`src/rtl/bar_probe_pkg.sv`:
```
package bar_probe_pkg;

  localparam int DATA_W = 32;
  localparam logic [DATA_W-1:0] ALL_ONES = '1;
  localparam logic [DATA_W-1:0] IO_KEEP = ~32'h3;
  localparam logic [DATA_W-1:0] MEM_KEEP = ~32'hF;

  // which access the control is presenting
  typedef enum logic [2:0] {
    OP_RD_ORIG,
    OP_WR_ONES,
    OP_RD_SIZE,
    OP_WR_REST,
    OP_RD_BACK,
    OP_RD_HIGH
  } op_e;

  // strobes from control to datapath
  typedef struct packed {
    logic start;
    logic capOrig;
    logic capSize;
    logic capLow;
    logic capHigh;
    logic advance;
    op_e  op;
  } ctl_t;

  // status from datapath to control
  typedef struct packed {
    logic rdReserved;
    logic rdZero;
    logic is64;
    logic lastSlot;
  } stat_t;

endpackage

```
`src/rtl/bar_probe_dp.sv`:
```
module bar_probe_dp
  import bar_probe_pkg::*;
#(
  parameter int FUNC_W = 16,
  parameter int OFF_W = 8,
  parameter logic [OFF_W-1:0] FIRST_OFF = 8'h10,
  parameter logic [OFF_W-1:0] LAST_OFF = 8'h24
) (
  input  logic                clk,
  input  logic                rstN,
  input  ctl_t                ctl,
  input  logic [FUNC_W-1:0]   funcIdIn,
  input  logic [DATA_W-1:0]   cfgRdata,
  output stat_t               stat,
  output logic [FUNC_W-1:0]   cfgFunc,
  output logic [OFF_W-1:0]    cfgOffset,
  output logic [DATA_W-1:0]   cfgWdata,
  output logic                recIsIo,
  output logic [2*DATA_W-1:0] recAddr,
  output logic [DATA_W-1:0]   recSize
);

  localparam logic [OFF_W-1:0] STEP_ONE = OFF_W'(4);
  localparam logic [OFF_W-1:0] STEP_TWO = OFF_W'(8);

  logic [FUNC_W-1:0] funcReg;
  logic [OFF_W-1:0]  offReg;
  logic [DATA_W-1:0] origReg;
  logic [DATA_W-1:0] maskReg;
  logic [DATA_W-1:0] lowReg;
  logic [DATA_W-1:0] highReg;
  logic              isIoReg;
  logic              is64Reg;
  logic [OFF_W-1:0]  step;
  logic [OFF_W:0]    nextOff;

  assign step    = is64Reg ? STEP_TWO : STEP_ONE;
  assign nextOff = {1'b0, offReg} + {1'b0, step};

  always_ff @(posedge clk) begin
    if (!rstN) begin
      funcReg <= '0;
      offReg  <= FIRST_OFF;
      origReg <= '0;
      maskReg <= '0;
      lowReg  <= '0;
      highReg <= '0;
      isIoReg <= 1'b0;
      is64Reg <= 1'b0;
    end else begin
      if (ctl.start) begin
        funcReg <= funcIdIn;
        offReg  <= FIRST_OFF;
      end
      if (ctl.capOrig) begin
        origReg <= cfgRdata;
        isIoReg <= cfgRdata[0];
        is64Reg <= !cfgRdata[0] && (cfgRdata[2:1] == 2'b10);
        highReg <= '0;
      end
      if (ctl.capSize) maskReg <= cfgRdata & (isIoReg ? IO_KEEP : MEM_KEEP);
      if (ctl.capLow)  lowReg  <= cfgRdata & MEM_KEEP;
      if (ctl.capHigh) highReg <= cfgRdata;
      if (ctl.advance) offReg  <= nextOff[OFF_W-1:0];
    end
  end

  always_comb begin
    stat.rdReserved = !cfgRdata[0] && cfgRdata[1];
    stat.rdZero     = (cfgRdata == '0);
    stat.is64       = is64Reg;
    stat.lastSlot   = nextOff > {1'b0, LAST_OFF};
  end

  assign cfgFunc   = funcReg;
  assign cfgOffset = (ctl.op == OP_RD_HIGH) ? offReg + STEP_ONE : offReg;
  assign cfgWdata  = (ctl.op == OP_WR_ONES) ? ALL_ONES : origReg;

  assign recIsIo = isIoReg;
  assign recAddr = {highReg, lowReg};
  assign recSize = maskReg & (~maskReg + 1'b1);

  // a captured 64-bit class always has memory space
  AST_IO_NOT_WIDE: assert property (@(posedge clk) disable iff (!rstN)
    is64Reg |-> !isIoReg);

endmodule

```
`src/rtl/bar_probe_ctrl.sv`:
```
module bar_probe_ctrl
  import bar_probe_pkg::*;
(
  input  logic  clk,
  input  logic  rstN,
  input  logic  start,
  input  logic  cfgAck,
  input  logic  cfgErr,
  input  stat_t stat,
  output ctl_t  ctl,
  output logic  cfgReq,
  output logic  cfgWrite,
  output logic  busy,
  output logic  done,
  output logic  errFlag,
  output logic  recValid
);

  typedef enum logic [3:0] {
    S_IDLE, S_RD_ORIG, S_WR_ONES, S_RD_SIZE, S_WR_REST,
    S_RD_BACK, S_RD_HIGH, S_EMIT, S_ADV, S_FINISH
  } state_e;

  state_e state, nextState;
  logic   errReg, errSet;
  logic   failAck;

  assign failAck = cfgAck && cfgErr;

  always_comb begin
    ctl       = '0;
    ctl.op    = OP_RD_ORIG;
    cfgReq    = 1'b0;
    cfgWrite  = 1'b0;
    errSet    = 1'b0;
    nextState = state;
    unique case (state)
      S_IDLE: if (start) begin
        ctl.start = 1'b1;
        nextState = S_RD_ORIG;
      end
      S_RD_ORIG: begin
        cfgReq = 1'b1;
        ctl.op = OP_RD_ORIG;
        if (failAck) begin errSet = 1'b1; nextState = S_FINISH; end
        else if (cfgAck) begin
          ctl.capOrig = 1'b1;
          nextState = stat.rdReserved ? S_ADV : S_WR_ONES;
        end
      end
      S_WR_ONES: begin
        cfgReq = 1'b1; cfgWrite = 1'b1;
        ctl.op = OP_WR_ONES;
        if (failAck) begin errSet = 1'b1; nextState = S_FINISH; end
        else if (cfgAck) nextState = S_RD_SIZE;
      end
      S_RD_SIZE: begin
        cfgReq = 1'b1;
        ctl.op = OP_RD_SIZE;
        if (failAck) begin errSet = 1'b1; nextState = S_FINISH; end
        else if (cfgAck) begin
          ctl.capSize = 1'b1;
          nextState = stat.rdZero ? S_ADV : S_WR_REST;
        end
      end
      S_WR_REST: begin
        cfgReq = 1'b1; cfgWrite = 1'b1;
        ctl.op = OP_WR_REST;
        if (failAck) begin errSet = 1'b1; nextState = S_FINISH; end
        else if (cfgAck) nextState = S_RD_BACK;
      end
      S_RD_BACK: begin
        cfgReq = 1'b1;
        ctl.op = OP_RD_BACK;
        if (failAck) begin errSet = 1'b1; nextState = S_FINISH; end
        else if (cfgAck) begin
          ctl.capLow = 1'b1;
          nextState = stat.is64 ? S_RD_HIGH : S_EMIT;
        end
      end
      S_RD_HIGH: begin
        cfgReq = 1'b1;
        ctl.op = OP_RD_HIGH;
        if (failAck) begin errSet = 1'b1; nextState = S_FINISH; end
        else if (cfgAck) begin
          ctl.capHigh = 1'b1;
          nextState = S_EMIT;
        end
      end
      S_EMIT: nextState = S_ADV;
      S_ADV: begin
        ctl.advance = 1'b1;
        nextState = stat.lastSlot ? S_FINISH : S_RD_ORIG;
      end
      S_FINISH: nextState = S_IDLE;
      default: nextState = S_IDLE;
    endcase
  end

  always_ff @(posedge clk) begin
    if (!rstN) begin
      state  <= S_IDLE;
      errReg <= 1'b0;
    end else begin
      state <= nextState;
      if (ctl.start)   errReg <= 1'b0;
      else if (errSet) errReg <= 1'b1;
    end
  end

  assign busy     = (state != S_IDLE);
  assign done     = (state == S_FINISH);
  assign errFlag  = done && errReg;
  assign recValid = (state == S_EMIT);

  AST_IDLE_QUIET: assert property (@(posedge clk) disable iff (!rstN)
    !busy |-> !cfgReq && !recValid && !done);
  AST_DONE_PULSE: assert property (@(posedge clk) disable iff (!rstN)
    done |=> !done);
  AST_ERR_WITH_DONE: assert property (@(posedge clk) disable iff (!rstN)
    errFlag |-> done);
  AST_STOP_AFTER_ERR: assert property (@(posedge clk) disable iff (!rstN)
    (cfgReq && cfgAck && cfgErr) |=> !cfgReq && !recValid && done);

endmodule

```
`src/rtl/bar_probe_seq.sv`:
```
module bar_probe_seq
  import bar_probe_pkg::*;
#(
  parameter int FUNC_W = 16,
  parameter int OFF_W = 8,
  parameter logic [OFF_W-1:0] FIRST_OFF = 8'h10,
  parameter logic [OFF_W-1:0] LAST_OFF = 8'h24
) (
  input  logic              clk,
  input  logic              rstN,
  input  logic              start,
  input  logic [FUNC_W-1:0] funcId,
  output logic              busy,
  output logic              done,
  output logic              errFlag,
  output logic              cfgReq,
  output logic              cfgWrite,
  output logic [FUNC_W-1:0] cfgFunc,
  output logic [OFF_W-1:0]  cfgOffset,
  output logic [31:0]       cfgWdata,
  input  logic              cfgAck,
  input  logic              cfgErr,
  input  logic [31:0]       cfgRdata,
  output logic              recValid,
  output logic              recIsIo,
  output logic [63:0]       recAddr,
  output logic [31:0]       recSize
);

  localparam logic [OFF_W-1:0] TOP_OFF = LAST_OFF + OFF_W'(4);

  ctl_t  ctl;
  stat_t stat;

  bar_probe_ctrl u_ctrl (
    .clk(clk), .rstN(rstN), .start(start),
    .cfgAck(cfgAck), .cfgErr(cfgErr), .stat(stat),
    .ctl(ctl), .cfgReq(cfgReq), .cfgWrite(cfgWrite),
    .busy(busy), .done(done), .errFlag(errFlag), .recValid(recValid)
  );

  bar_probe_dp #(
    .FUNC_W(FUNC_W), .OFF_W(OFF_W),
    .FIRST_OFF(FIRST_OFF), .LAST_OFF(LAST_OFF)
  ) u_dp (
    .clk(clk), .rstN(rstN), .ctl(ctl),
    .funcIdIn(funcId), .cfgRdata(cfgRdata), .stat(stat),
    .cfgFunc(cfgFunc), .cfgOffset(cfgOffset), .cfgWdata(cfgWdata),
    .recIsIo(recIsIo), .recAddr(recAddr), .recSize(recSize)
  );

  AST_REQ_HOLD: assert property (@(posedge clk) disable iff (!rstN)
    (cfgReq && !cfgAck) |=> cfgReq && $stable(cfgWrite) && $stable(cfgOffset)
      && $stable(cfgWdata) && $stable(cfgFunc));
  AST_OFF_WINDOW: assert property (@(posedge clk) disable iff (!rstN)
    cfgReq |-> (cfgOffset >= FIRST_OFF) && (cfgOffset <= TOP_OFF)
      && (cfgOffset[1:0] == 2'b00));
  AST_NARROW_HIGH: assert property (@(posedge clk) disable iff (!rstN)
    (recValid && recIsIo) |-> (recAddr[63:32] == '0));

endmodule

```
`config.mk`:
```
export PLATFORM = sky130hd
export DESIGN_NAME = bar_probe_seq
export DESIGN_NICKNAME = d
export VERILOG_FILES = /design/src/rtl/bar_probe_pkg.sv /design/src/rtl/bar_probe_dp.sv /design/src/rtl/bar_probe_ctrl.sv /design/src/rtl/bar_probe_seq.sv
export SDC_FILE = /design/constraint.sdc
export NUM_CORES = 1
export LEC_CHECK = 0
export ABC_CLOCK_PERIOD_IN_PS = 2540
export CAP_MARGIN = 15
export CORE_MARGIN = 5
export CORE_UTILIZATION = 42
export DETAILED_ROUTE_END_ITERATION = 16
export GPL_TIMING_DRIVEN = 0
export PLACE_DENSITY = 0.76
export SLEW_MARGIN = 20
export SYNTH_ARGS = -nofsm -noshare
export SYNTH_HDL_FRONTEND = slang
export SYNTH_SLANG_ARGS = --single-unit
export TNS_END_PERCENT = 20
```
`constraint.sdc`:
```
create_clock -name clk -period 2.54 [get_ports clk]
set_input_delay 0.508 -clock clk [delete_from_list [all_inputs] [get_ports clk]]
set_output_delay 0.508 -clock clk [all_outputs]
set_load 0.02 [all_outputs]
```
==> results.toml <==
[global_routing]
grt_max_degree = 17
antenna_found_initial = 0
grt_first_pass_wirelength_mm = 33.4
grt_usage_pct = 23.2
grt_pass1_vias = 6252
globalRouteOverflowTotal = 0

[logic_synthesis]
synth_warnings = 0
synthMostInstantiatedCell = "nand2_1"
postSynthRegisterBits = 150
synth_instances = 812
synth_area_per_cell_sq_um = 8.27
synth_simple_gate_area_share_pct = 30.1
netlist_area_sq_um = 6720
synth_edf_count = 0
main_combinational_cell_family_by_area_after_synthesis = "simple AND/OR/NAND/NOR gates"
yosysUniqueCellTypes = 56
synth_sequential_area_ratio_pct = 44.7
synthAdderAreaFrac_pct = 0.857
post-synth-top-area-cell = "dfxtp_1"
postSynth.asyncResetShare_pct = 0
synth_compound_gate_area_share_pct = 18.9
post_synth_xor_xnor_area_pct = 0.652
synth.cells.most_frequent = "nand2_1 (226), dfxtp_1 (150), a21boi_0 (110), clkbuf_1 (53), nor2b_1 (37)"
multiplexer_area_fraction_after_synthesis_pct = 0.149
ys_top_cells_by_area = "dfxtp_1 (45%), nand2_1 (13%), a21boi_0 (12%)"
yosysTopAreaCellShare_pct = 44.7
yosys_most_used_dff = "dfxtp_1"

[drt]
drt_pass1_iterations = 5
detail_route.vias_per_cell = 5.09
vias = 6501
drcViolationCount = 0
drt_wl_total_mm = 21.7
detail-route-antenna-nets = 0
detail_route.wl_per_cell_um = 17.0
drt_iter0_drc = 379

[placement]
io_buffers = 202
place_area_sq_um = 9040
routabilityCongestion = 0.881
place_worst_setup_slack_ns = -0.845
dp_hpwl_mm = 16.0

[flow_run]
cap_viol_max_count = 0

[critical_path]
critPathLaunchType = "flip-flop"
worstPathMaxFanout = 8
setup.worst_path.class = "flip-flop to primary output"
critical_path_required_ns = 2.03
crit_end_element = "primary output"
cp_data_arrival_time_ns = 2.78

[clock_network]
max-clock-path-buffers = 2
tritoncts_clock_tree = "built"
cts_sinks = 150
cts_root_buffer = "clkbuf_16"
clock_insertion_delay_worst_skew_ns = 0.42
cts_made_buffers = 17
cts_htree_levels = 4
cts-hold-fix-buffers = 0
clk_pin_slew_ns = 0.06

[timing]
max_slew.worst_pin.slew_ns = 0.826
rsz_0062_raised_after_global_routing = "yes"
final-setup-viol-count = 31
worst_hold_margin_ns = 0.459
final.setup_skew_ns = 0.00900
slew_violations = 0
worst_slew_margin_rel_pct = 44.4
final_report_hold_violation_count = 0
layout_min_cycle_time_ns = 3.28
layout_worst_path_cycle_share_pct = 129
fmax_mhz = 304
setup_slack_ns = -0.744

[outcome]
violations_in_the_final_reports = "setup timing"
outcome = "finished with violations"

[power_and_ir_drop]
power_report.internal_total_mw = 4.39
power.share.clock_pct = 41.6
total_power_consumption_mw = 6.03
vdd.ir_drop.worst_v = 0.000459
power_density_cells_nw_per_um2 = 621
power.net_switching_mw = 1.64
power.share.combinational_pct = 17.5
seq_power_share_pct = 41.0
netSwitchingFraction_pct = 27.3
static-leakage-power_nw = 3.75

[cells_and_area]
insertedDiodeCount = 0
multi_input_logic_area_sq_um = 3520
area.growth.synth_to_final_pct = 44.6
drive_above_1_share_pct = 17.1
n_fill_cell = 1432
stdcell_area_sq_um = 9710
regArea_sq_um = 3010
nNetsFinal = 1104
final_core_utilization_pct = 61.6

[hold_path]
hold_class = "flip-flop to flip-flop"

[floorplan]
floorplan.io_pins = 212
total_number_of_placement_rows = 46
die_x_um = 136
fp.dieArea_sq_um = 18600
starting_density_pct = 42.6
core_area_sq_um = 15800
die_h_um = 136
## repair_timing
action	CTS	global route
resized for setup	250	41
endpoints found under the setup margin	138	138
endpoints found under the hold margin	0	0
setup buffers	5	3
pin swaps	7	3
gates cloned	0	0
## cells by family (layout without fill, tap and decap cells)
logic type,count (synthesis),after routing
multiplexers,1,1
AO/OA/AOI/OAI,173,173
flip-flops,150,150
AND/OR/NAND/NOR,406,406
adder cells (fa/ha/maj),4,4
other,1,8
XOR/XNOR,5,5
buffers and inverters,72,313
## worst paths after layout
path                                      start              end  slack [ns]  cells after the start
worst max-delay path            u_dp.maskReg[3]      recSize[27]       -0.74                      6
worst min-delay path            u_dp.origReg[6]  u_dp.origReg[6]        0.46                      2
worst max register to register     u_dp.is64Reg  u_ctrl.state[3]        0.24                      9
worst min register to register  u_dp.origReg[6]  u_dp.origReg[6]        0.46                      2
## area by class of cell
class                      count  area share [%]
multi-input combinational    597            36.2
buffer                        65            3.40
timing repair buffer         210            20.2
tap                          216            2.78
sequential                   150            31.0
clock inverter                12            1.31
clock buffer                  20            4.81
inverter                       6           0.232
## power by group through the flow
stage / combinational, mW / sequential [mW] / clock [mW]
2_1_floorplan: 0.528 / 2.55 / 0
3_3_place_gp: 1.07 / 2.51 / 0
3_5_place_dp: 1.07 / 2.51 / 0
4_1_cts: 1.05 / 2.47 / 2.55
5_1_grt: 1.14 / 2.48 / 2.65
6_report: 1.05 / 2.47 / 2.51
## sequential cells by signal, summed over array words and instances, names as in the netlist
name and flops:
u_dp.lowReg 28, u_dp.maskReg 30, u_dp.origReg 32, u_dp.offReg 6, u_ctrl.errReg 1, u_ctrl.state 4
u_dp.cfgFunc 16, u_dp.highReg 32, u_dp.is64Reg 1
## layer usage
layer  GRT usage (%)  wire length, um
met2            37.6            10200
met5               0                0
met1            28.9             8980
met4            8.79              536
met3            7.14             1960
## cell usage in the layout, fill, tap and decap left out, types with 5 or more instances in the layout
| cell | n |
|---|---|
| nand2_1 | 226 |
| dfxtp_1 | 145 |
| clkdlybuf4s50_1 | 135 |
| a21boi_0 | 110 |
| clkbuf_1 | 43 |
| nor2b_1 | 37 |
| a22oi_1 | 34 |
| or2_2 | 32 |
| buf_4 | 24 |
| nor2_1 | 18 |
| buf_2 | 17 |
| clkbuf_16 | 17 |
| clkbuf_2 | 14 |
| buf_6 | 13 |
| nand3_1 | 10 |
| nor4_1 | 10 |
| clkdlybuf4s15_2 | 10 |
| a21oi_1 | 9 |
| dlygate4sd2_1 | 9 |
| conb_1 | 8 |
| o21ai_0 | 7 |
| and2_1 | 7 |
| and3_1 | 6 |
| nand2b_1 | 6 |
| inv_1 | 6 |
| clkbuf_8 | 6 |
| nor3_1 | 5 |
## through the flow
step	instances	TNS (ns)
after CTS	1274	-12.33
after detailed placement	1237	-85.89
final	1276	-11.60
after global routing	1276	-15.06
after floorplan	819	-0.953
after global placement	1237	-80.78
## worst max-delay path, cell delays in order (launching register included)
cell and delay [ns]:
dfxtp_2 0.32, or4_4 0.55, or4_4 0.45, nor4_4 0.34, and4bb_4 0.34, and4b_2 0.25, buf_6 0.12
Note: power is estimated with default switching activity, not from simulation.
